### config.mk
export PLATFORM = sky130hd
export DESIGN_NAME = tick_timer
export DESIGN_NICKNAME = d
export VERILOG_FILES = /design/src/rtl/tt_pkg.sv /design/src/rtl/tt_match.sv /design/src/rtl/tt_counter.sv /design/src/rtl/tt_ctrl_reg.sv /design/src/rtl/tick_timer.sv
export SDC_FILE = /design/constraint.sdc
export NUM_CORES = 1
export LEC_CHECK = 0
export BUFFER_PORTS_ARGS = -buffer_cell sky130_fd_sc_hd__buf_2
export CAP_MARGIN = 15
export CORE_MARGIN = 2
export CORE_UTILIZATION = 51
export CTS_CLUSTER_DIAMETER = 100
export CTS_CLUSTER_SIZE = 12
export DETAILED_ROUTE_END_ITERATION = 7
export GPL_ROUTABILITY_DRIVEN = 0
export GPL_TIMING_DRIVEN = 0
export PLACE_DENSITY_LB_ADDON = 0.08
export SLEW_MARGIN = 10
export SYNTH_ARGS = -nofsm -noshare
export SYNTH_HDL_FRONTEND = slang
export SYNTH_SLANG_ARGS = --single-unit
### constraint.sdc
create_clock -name clk -period 5 [get_ports clk]
set_clock_uncertainty 0.1 [all_clocks]
set_input_delay 0 -clock clk [delete_from_list [all_inputs] [get_ports clk]]
set_output_delay 0 -clock clk [all_outputs]
set_load 0.05 [all_outputs]
### src/rtl/tt_pkg.sv
package tt_pkg;
  typedef enum logic [1:0] {
    MODE_NONE    = 2'b00,
    MODE_RESTART = 2'b01,
    MODE_ONESHOT = 2'b10,
    MODE_CONT    = 2'b11
  } tt_mode_e;

  localparam int unsigned CTRL_FLAG_BITS = 4;
endpackage

### src/rtl/tt_match.sv
module tt_match #(
  parameter int unsigned DATA_W = 32,
  parameter int unsigned PER_W  = DATA_W - tt_pkg::CTRL_FLAG_BITS
) (
  input  logic              running,
  input  logic              tick_en,
  input  logic              cnt_load,
  input  logic [DATA_W-1:0] count,
  input  logic [PER_W-1:0]  period,
  output logic [DATA_W-1:0] count_inc,
  output logic              hit
);
  function automatic logic [DATA_W-1:0] step_count(input logic [DATA_W-1:0] c);
    return c + DATA_W'(1);
  endfunction

  function automatic logic field_eq(input logic [DATA_W-1:0] c, input logic [PER_W-1:0] p);
    return c[PER_W-1:0] == p;
  endfunction

  logic advancing;
  assign advancing = running & tick_en & ~cnt_load;
  assign count_inc = step_count(count);
  assign hit       = advancing & field_eq(count_inc, period);
endmodule

### src/rtl/tt_counter.sv
module tt_counter
  import tt_pkg::*;
#(
  parameter int unsigned DATA_W = 32
) (
  input  logic              clk,
  input  logic              rst_n,
  input  logic              tick_en,
  input  logic              run_start,
  input  logic              run_stop,
  input  logic              cnt_load,
  input  logic [DATA_W-1:0] load_val,
  input  logic [DATA_W-1:0] count_inc,
  input  logic              hit,
  input  tt_mode_e          mode,
  output logic [DATA_W-1:0] count,
  output logic              running
);
  logic restart_hit;
  logic oneshot_hit;
  assign restart_hit = hit & (mode == MODE_RESTART);
  assign oneshot_hit = hit & (mode == MODE_ONESHOT);

  always_ff @(posedge clk) begin
    if (!rst_n) begin
      count <= '0;
    end else if (cnt_load) begin
      count <= load_val;
    end else if (running && tick_en) begin
      count <= restart_hit ? '0 : count_inc;
    end
  end

  always_ff @(posedge clk) begin
    if (!rst_n)            running <= 1'b0;
    else if (run_stop)     running <= 1'b0;
    else if (oneshot_hit)  running <= 1'b0;
    else if (run_start)    running <= 1'b1;
  end

  AST_COUNT_STEP: assert property (@(posedge clk) disable iff (!rst_n)
    (running && tick_en && !cnt_load && !restart_hit) |=> count == $past(count) + DATA_W'(1));
  AST_HOLD_STOPPED: assert property (@(posedge clk) disable iff (!rst_n)
    (!running && !cnt_load) |=> $stable(count));
  AST_LOAD_WINS: assert property (@(posedge clk) disable iff (!rst_n)
    cnt_load |=> count == $past(load_val));
  AST_RESTART_ZERO: assert property (@(posedge clk) disable iff (!rst_n)
    restart_hit |=> count == '0);
  AST_ONESHOT_HALT: assert property (@(posedge clk) disable iff (!rst_n)
    (oneshot_hit && !run_start) |=> !running);
  AST_STOP_WINS: assert property (@(posedge clk) disable iff (!rst_n)
    run_stop |=> !running);
endmodule

### src/rtl/tt_ctrl_reg.sv
module tt_ctrl_reg
  import tt_pkg::*;
#(
  parameter int unsigned DATA_W = 32,
  parameter int unsigned PER_W  = DATA_W - CTRL_FLAG_BITS
) (
  input  logic              clk,
  input  logic              rst_n,
  input  logic              ctrl_wr,
  input  logic [DATA_W-1:0] wdata,
  input  logic              hit,
  output tt_mode_e          mode,
  output logic              irq_en,
  output logic              pending,
  output logic [PER_W-1:0]  period,
  output logic [DATA_W-1:0] ctrl_word,
  output logic              irq
);
  localparam int unsigned MODE_LO = DATA_W - 2;
  localparam int unsigned IE_BIT  = DATA_W - 3;
  localparam int unsigned IP_BIT  = DATA_W - 4;

  logic set_pend;
  assign set_pend = hit & irq_en;

  always_ff @(posedge clk) begin
    if (!rst_n) begin
      mode    <= MODE_NONE;
      irq_en  <= 1'b0;
      pending <= 1'b0;
      period  <= '0;
    end else begin
      if (ctrl_wr) begin
        mode    <= tt_mode_e'(wdata[DATA_W-1:MODE_LO]);
        irq_en  <= wdata[IE_BIT];
        period  <= wdata[PER_W-1:0];
        pending <= wdata[IP_BIT] | set_pend;
      end else if (set_pend) begin
        pending <= 1'b1;
      end
    end
  end

  assign ctrl_word = {mode, irq_en, pending, period};
  assign irq       = pending & irq_en;

  AST_PEND_ON_MATCH: assert property (@(posedge clk) disable iff (!rst_n)
    set_pend |=> pending);
  AST_PEND_STICKY: assert property (@(posedge clk) disable iff (!rst_n)
    (pending && !ctrl_wr) |=> pending);
  AST_NO_PEND_NO_IE: assert property (@(posedge clk) disable iff (!rst_n)
    (!pending && !ctrl_wr && !set_pend) |=> !pending);
  AST_IRQ_GATED: assert property (@(posedge clk) disable iff (!rst_n)
    !irq_en |-> !irq);
endmodule

### src/rtl/tick_timer.sv
module tick_timer
  import tt_pkg::*;
#(
  parameter int unsigned DATA_W = 32
) (
  input  logic              clk,
  input  logic              rst_n,
  input  logic              tick_en,
  input  logic              run_start,
  input  logic              run_stop,
  input  logic              bus_addr,
  input  logic              bus_wr,
  input  logic [DATA_W-1:0] bus_wdata,
  output logic [DATA_W-1:0] bus_rdata,
  output logic              irq
);
  localparam int unsigned PER_W = DATA_W - CTRL_FLAG_BITS;

  logic              cnt_load;
  logic              ctrl_wr;
  logic              running;
  logic              hit;
  logic              irq_en;
  logic              pending;
  logic [DATA_W-1:0] count;
  logic [DATA_W-1:0] count_inc;
  logic [DATA_W-1:0] ctrl_word;
  logic [PER_W-1:0]  period;
  tt_mode_e          mode;

  assign cnt_load = bus_wr & ~bus_addr;
  assign ctrl_wr  = bus_wr & bus_addr;

  tt_match #(.DATA_W(DATA_W), .PER_W(PER_W)) u_match (
    .running(running), .tick_en(tick_en), .cnt_load(cnt_load),
    .count(count), .period(period), .count_inc(count_inc), .hit(hit)
  );

  tt_counter #(.DATA_W(DATA_W)) u_counter (
    .clk(clk), .rst_n(rst_n), .tick_en(tick_en), .run_start(run_start),
    .run_stop(run_stop), .cnt_load(cnt_load), .load_val(bus_wdata),
    .count_inc(count_inc), .hit(hit), .mode(mode),
    .count(count), .running(running)
  );

  tt_ctrl_reg #(.DATA_W(DATA_W), .PER_W(PER_W)) u_ctrl (
    .clk(clk), .rst_n(rst_n), .ctrl_wr(ctrl_wr), .wdata(bus_wdata),
    .hit(hit), .mode(mode), .irq_en(irq_en), .pending(pending),
    .period(period), .ctrl_word(ctrl_word), .irq(irq)
  );

  assign bus_rdata = bus_addr ? ctrl_word : count;

  AST_MATCH_FIELD: assert property (@(posedge clk) disable iff (!rst_n)
    hit |=> (mode != MODE_RESTART || $past(ctrl_wr) || count == '0));
  AST_HIT_NEEDS_TICK: assert property (@(posedge clk) disable iff (!rst_n)
    hit |-> (tick_en && running && !cnt_load));
endmodule

# After elaboration in Yosys (flattened, before gate mapping)
# Index checks and enable logic that the tools add are counted.
totals:
  regBits: 65
  elab_cells: 33
  inputBits: 39
  output_inout_bits: 33
op_classes:
  muxes: 6
  n_addsub: 1
  eq_ne: 3
  n_bitwise: 13
  reduce_logical: 4
op_table:
  columns: ["cell", "n"]
  rows:
  - ["2-to-1 mux 32 bit", 4]
  - ["adder 32 x 1 -> 32 bit, second input constant", 1]
  - ["== test 28 bit", 1]
  - ["AND 1 bit", 9]
  - ["nonzero test 2 bit", 2]
  - ["NOT 1 bit", 3]
  - ["OR reduction 3 bit", 1]
  - ["== test 2 x 1 -> 1 bit, second input constant", 1]
  - ["== test 2 bit, second input constant", 1]
  - ["2-to-1 mux 1 bit", 2]
  - ["logical AND 1 bit", 1]
  - ["OR 1 bit", 1]

# Depth between registers and ports, before layout
logic_depth:
  ltp_word: 9
  ltp_mapped: 12
  mapped_depth_nobuf: 9

# Hierarchy
# From an unflattened synthesis, not the netlist that was laid out.
hier_totals:
  hier_cells: 548
  area_unflattened_um2: 5216.3
by_module_without_submodules:
  columns: ["mod", "instances", "area_per_inst_um2", "cells_each", "seq_area_each_um2"]
  rows:
  - ["tt_counter", 1, 1778.0, 190, 660.6]
  - ["tt_ctrl_reg", 1, 1485.2, 137, 640.6]
  - ["tt_match", 1, 1408.9, 183, 0.0]
  - ["tick_timer", 1, 544.3, 38, 0.0]

# Worst setup path before layout
# OpenSTA, ideal clock, no wires.
synth_timing:
  kind: "register -> register"
  from: "reg u_counter.count[1]"
  to: "reg u_counter.count[16]"
  required_ns: 4.768
  path_stages_with_launch: 13
  setup_time_ns: 0.132
  period_less_slack_ns: 3.256
  n_path_buf: 3
  arrival_ns: 3.024
  slack_ns: 1.744
  path_cell_list: "dfxtp_1 -> ha_1 -> and3_1 -> clkbuf_2 -> nand2_1 -> a2111oi_0 -> nand3_1 -> a2111o_1 -> or4_1 -> buf_2 -> nor3_4 -> buf_6 -> o31ai_1"
synth_between:
  elab_chain_cells: 7
synth_lines:
  columns: ["item", "line_no", "text"]
  rows:
  - ["start, declared", "tt_counter.sv:16", "output logic [DATA_W-1:0] count,"]
  - ["start signal, assigned", "tt_counter.sv:28", "count <= load_val;"]
  - ["start signal, assigned", "tt_counter.sv:30", "count <= restart_hit ? '0 : count_inc;"]
  - ["adder 32 x 1 -> 32 bit *", "tt_match.sv:14", "return c + DATA_W'(1);"]
  - ["== test 28 bit", "tt_match.sv:18", "return c[PER_W-1:0] == p;"]
  - ["AND 1 bit", "tt_match.sv:24", "assign hit = advancing & field_eq(count_inc, period);"]
  - ["AND 1 bit", "tt_counter.sv:21", "assign restart_hit = hit & (mode == MODE_RESTART);"]
  - ["2-to-1 mux 32 bit *", "tt_counter.sv:30", null]
  - ["2-to-1 mux 32 bit *", "tt_counter.sv:29", "end else if (running && tick_en) begin"]
  - ["2-to-1 mux 32 bit *", "tt_counter.sv:27", "end else if (cnt_load) begin"]
# Every way passes the cells marked *; elsewhere a longest branch is shown, timed or not. The select of a mux whose other input is x is not followed.
# A chain may end at the register's enable or synchronous reset.

# Final worst setup path
layout_timing:
  from: "reg u_counter.count[1]"
  to: "reg u_counter.count[14]"
# The elaborated chain is that of the path after synthesis.

==> out/metrics.csv <==
stage,metric,value,unit
run_status,status,"complete, no violations",
power,P_int,0.938,mW
critical_path,reg2reg setup slack,0.96,ns
floorplanning,Die W,97.3,um
synth,"Seq/Total Area, Yosys",29.3,%
synth,syn avg cell area,7.97,um2
global_routing,first-pass GRT wire length,23300,um
critical_path,Worst Reg-to-Reg Cells,11,
sta,FMAX,248,MHz
routing,wire per inst,18.3,um
routing,DRT iter0 DRCs,442,
synth,Synth Flop Type,dfxtp_1,
critical_path,startpoint types,flop,
sta,Worst Max-Slew Pin Slew,1.04,ns
power,Comb pwr share,21.7,%
floorplanning,Initial Util,51.7,%
clock_network,CTS Buffer Depth,2,
synth,Adder-Cell Fraction of Synth Area,0.282,%
finish,Final Net Count,716,
synth,simple-gate portion of the synthesized area,25.6,%
floorplanning,# IOs,72,
floorplanning,CORE AREA,8590,um2
global_routing,Total GRT Usage,30.4,%
sta,crit share post-route,80.7,%
global_routing,vias in the first global route,4474,
floorplanning,DIE HEIGHT,97.3,um
synth,Post-synth EDFFs,0,
global_routing,GRT overflow,0,
power,Cell Pwr Density,249,nW/um2
synth,Synth Cell Area,4440,um2
sta,RSZ-0062 raised after global routing,false,
sta,fin crit period,4.04,ns
critical_path,RR Startpoint,u_counter.count[1],
global_routing,largest net degree at the start of global routing,13,
critical_path,Worst setup EP type,flop,
power,clock power share,36.9,%
critical_path,Setup crit end,u_counter.count[14],
finish,number of diodes,0,
finish,Layout area overhead,24.2,%
synth,Synth Area in XOR/XNOR,9.07,%
sta,final setup fails,0,
power,switching fraction of total power,31.7,%
routing,routed vias,4809,
finish,fin area,5520,um2
critical_path,Crit Path Category,reg2reg,
clock_network,clock slew at reported path FFs,0.08,ns
floorplanning,die area,9470,um2
synth,"FF+latch count, synth",65,
routing,first-pass iteration count of the detailed router,5,
placement,dpl hpwl,10500,um
clock_network,CTS tree,yes,
sta,TNS Setup,0,ns
clock_network,CTS root buf,clkbuf_8,
sta,Final Max Tran Viols,0,
synth,largest family of logic cells by synthesized area,simple AND/OR/NAND/NOR gates,
finish,Post-Layout Cell Count,789,
worst_hold_path,min-delay worst type,in2reg,
routing,Residual DRC,0,
synth,cell count after synthesis,557,
clock_network,Clock Latency Late Sink,0.35,ns
critical_path,CP Launch Point,u_counter.count[1],
finish,"commonest non-fill, non-tap cell in the layout",nand2_1,
synth,mux cell area share after synthesis,8.08,%
routing,Via density,6.10,
clock_network,total CTS buffers,9,
clock_network,H-tree depth,3,
sta,slew margin rel.,29.7,%
critical_path,R2R Path End,u_counter.count[14],
clock_network,clock sink total,65,
synth,Synth Net Count,597,
finish,most frequent cells in the layout,"nand2_1, buf_2, dfxtp_1",
power,Lkg Pwr,2.08,nW
critical_path,Worst EP arrival,4.15,ns
synth,Ys Warns,0,
global_routing,initial antenna violation count,0,
flow_run,Max Cap Viol,0,
power,switching power total,0.435,mW
clock_network,PostCTS Resize Cnt,0,
synth,"Distinct cells, synth",63,
critical_path,Critical Path RT,5.11,ns
power,Flop pwr share,41.4,%
placement,DP Area,4930,um2
synth,Compound-Gate Fraction of Synth Area,21.8,%
sta,Final Hold Viols,0,
placement,number of port buffers,71,
placement,Cells after DPL,736,
power,Worst VDD drop,0.135,mV
floorplanning,# rows,34,
finish,share of cells above drive strength 1,22.0,%
routing,final antenna-violating net count,0,
synth,asr flop ratio synth,0,%
critical_path,CP max FO,10,
routing,final WL,14500,um
repair_timing:
action	CTS	global route
buffers inserted	0	0
hold buffers	36	0
hold endpoints to repair	65	0
kinds of logic (layout without fill, tap and decap cells):
logic type	after synthesis	in the layout
AND/OR/NAND/NOR	216	216
flip-flops	65	65
adder cells (fa/ha/maj)	1	1
XOR/XNOR	46	46
buffers and inverters	59	183
AO/OA/AOI/OAI	138	138
multiplexers	32	32
flip-flops by register name, summed over array words and instances (netlist names):
name / flops
u_counter.count: 32
u_ctrl.period: 28
u_ctrl.mode: 2
u_counter.running: 1
u_ctrl.irq_en: 1
u_ctrl.pending: 1
power groups by stage:
stage / Clock [mW] / Sequential [mW] / Combinational [mW]
3_5_place_dp: 0 / 0.580 / 0.271
3_3_place_gp: 0 / 0.579 / 0.267
5_1_grt: 0.529 / 0.572 / 0.319
6_report: 0.506 / 0.569 / 0.298
4_1_cts: 0.508 / 0.568 / 0.294
2_1_floorplan: 0 / 0.572 / 0.198
how the worst min path moves through the flow:
stage             startpoint             endpoint  slack [ns]  depth (start not counted)
2_1_floorplan   bus_wdata[7]   u_counter.count[7]        0.02                          2
4_1_cts                rst_n   u_counter.count[6]       0.004                          4
3_3_place_gp   bus_wdata[31]  u_counter.count[31]        0.13                          3
6_report               rst_n   u_counter.count[6]       0.007                          4
3_5_place_dp   bus_wdata[31]  u_counter.count[31]        0.14                          3
5_1_grt                rst_n   u_counter.count[6]        0.03                          4
per-layer routing:
layer	global-route usage, %	vias to the layer above	routed length (um)
met3	5.11	38	1220
met5	0	-	0
li1	-	2297	-
met4	9.62	0	374
met2	47.9	233	6470
met1	42.8	2241	6410
critical path, stage by stage (launching register included):
cell	delay [ns]
dfxtp_1	0.50
ha_1	0.27
nand3_1	0.19
nor4_4	0.47
nand2_1	0.13
xor2_1	0.28
o2111ai_1	0.16
or4b_2	0.69
clkbuf_1	0.26
nor3_4	0.49
buf_6	0.24
o31ai_1	0.08
final cells by class:
class | count | area [um2]
Inverter | 9 | 33.8
Buffer | 50 | 226
Multi-Input combinational cell | 433 | 2880
Tap cell | 108 | 135
Clock inverter | 7 | 95.1
Timing Repair Buffer | 108 | 721
Sequential cell | 65 | 1300
Clock buffer | 9 | 124
Fill cell | 791 | 3080
cell usage after synthesis (all sizes together), types with 3 or more instances:
master / n / area share (%)
o21ai: 11 / 1.5
a22oi: 32 / 5.4
nand4: 22 / 3.1
nor2: 17 / 1.5
nor4: 8 / 1.8
a21oi: 35 / 3.9
o2111ai: 4 / 0.79
nor3: 8 / 1.2
o32ai: 10 / 2.0
and4: 4 / 0.79
or3: 5 / 0.73
xor2: 17 / 3.4
mux2: 31 / 7.9
nand2b: 3 / 0.42
buf: 19 / 2.5
inv: 9 / 0.76
nand2: 94 / 7.9
clkbuf: 31 / 2.6
xnor2: 29 / 5.7
a31oi: 8 / 1.1
o311a: 3 / 0.68
dfxtp: 65 / 29
nand3: 23 / 3.0
o31ai: 19 / 3.3
nand3b: 5 / 0.85
and2: 7 / 0.99
and3: 9 / 1.3
stage by stage:
stage	worst slack (ns)	hold WS [ns]	power [mW]	utilization, %
2_1_floorplan	1.74	0.0217	0.770	-
3_3_place_gp	1.11	0.132	0.846	57.4
3_5_place_dp	1.06	0.140	0.851	57.4
4_1_cts	1.04	0.00429	1.37	64.1
5_1_grt	0.717	0.0298	1.42	64.2
6_report	0.963	0.00683	1.37	64.2
Power figures use the tool's default switching activity.
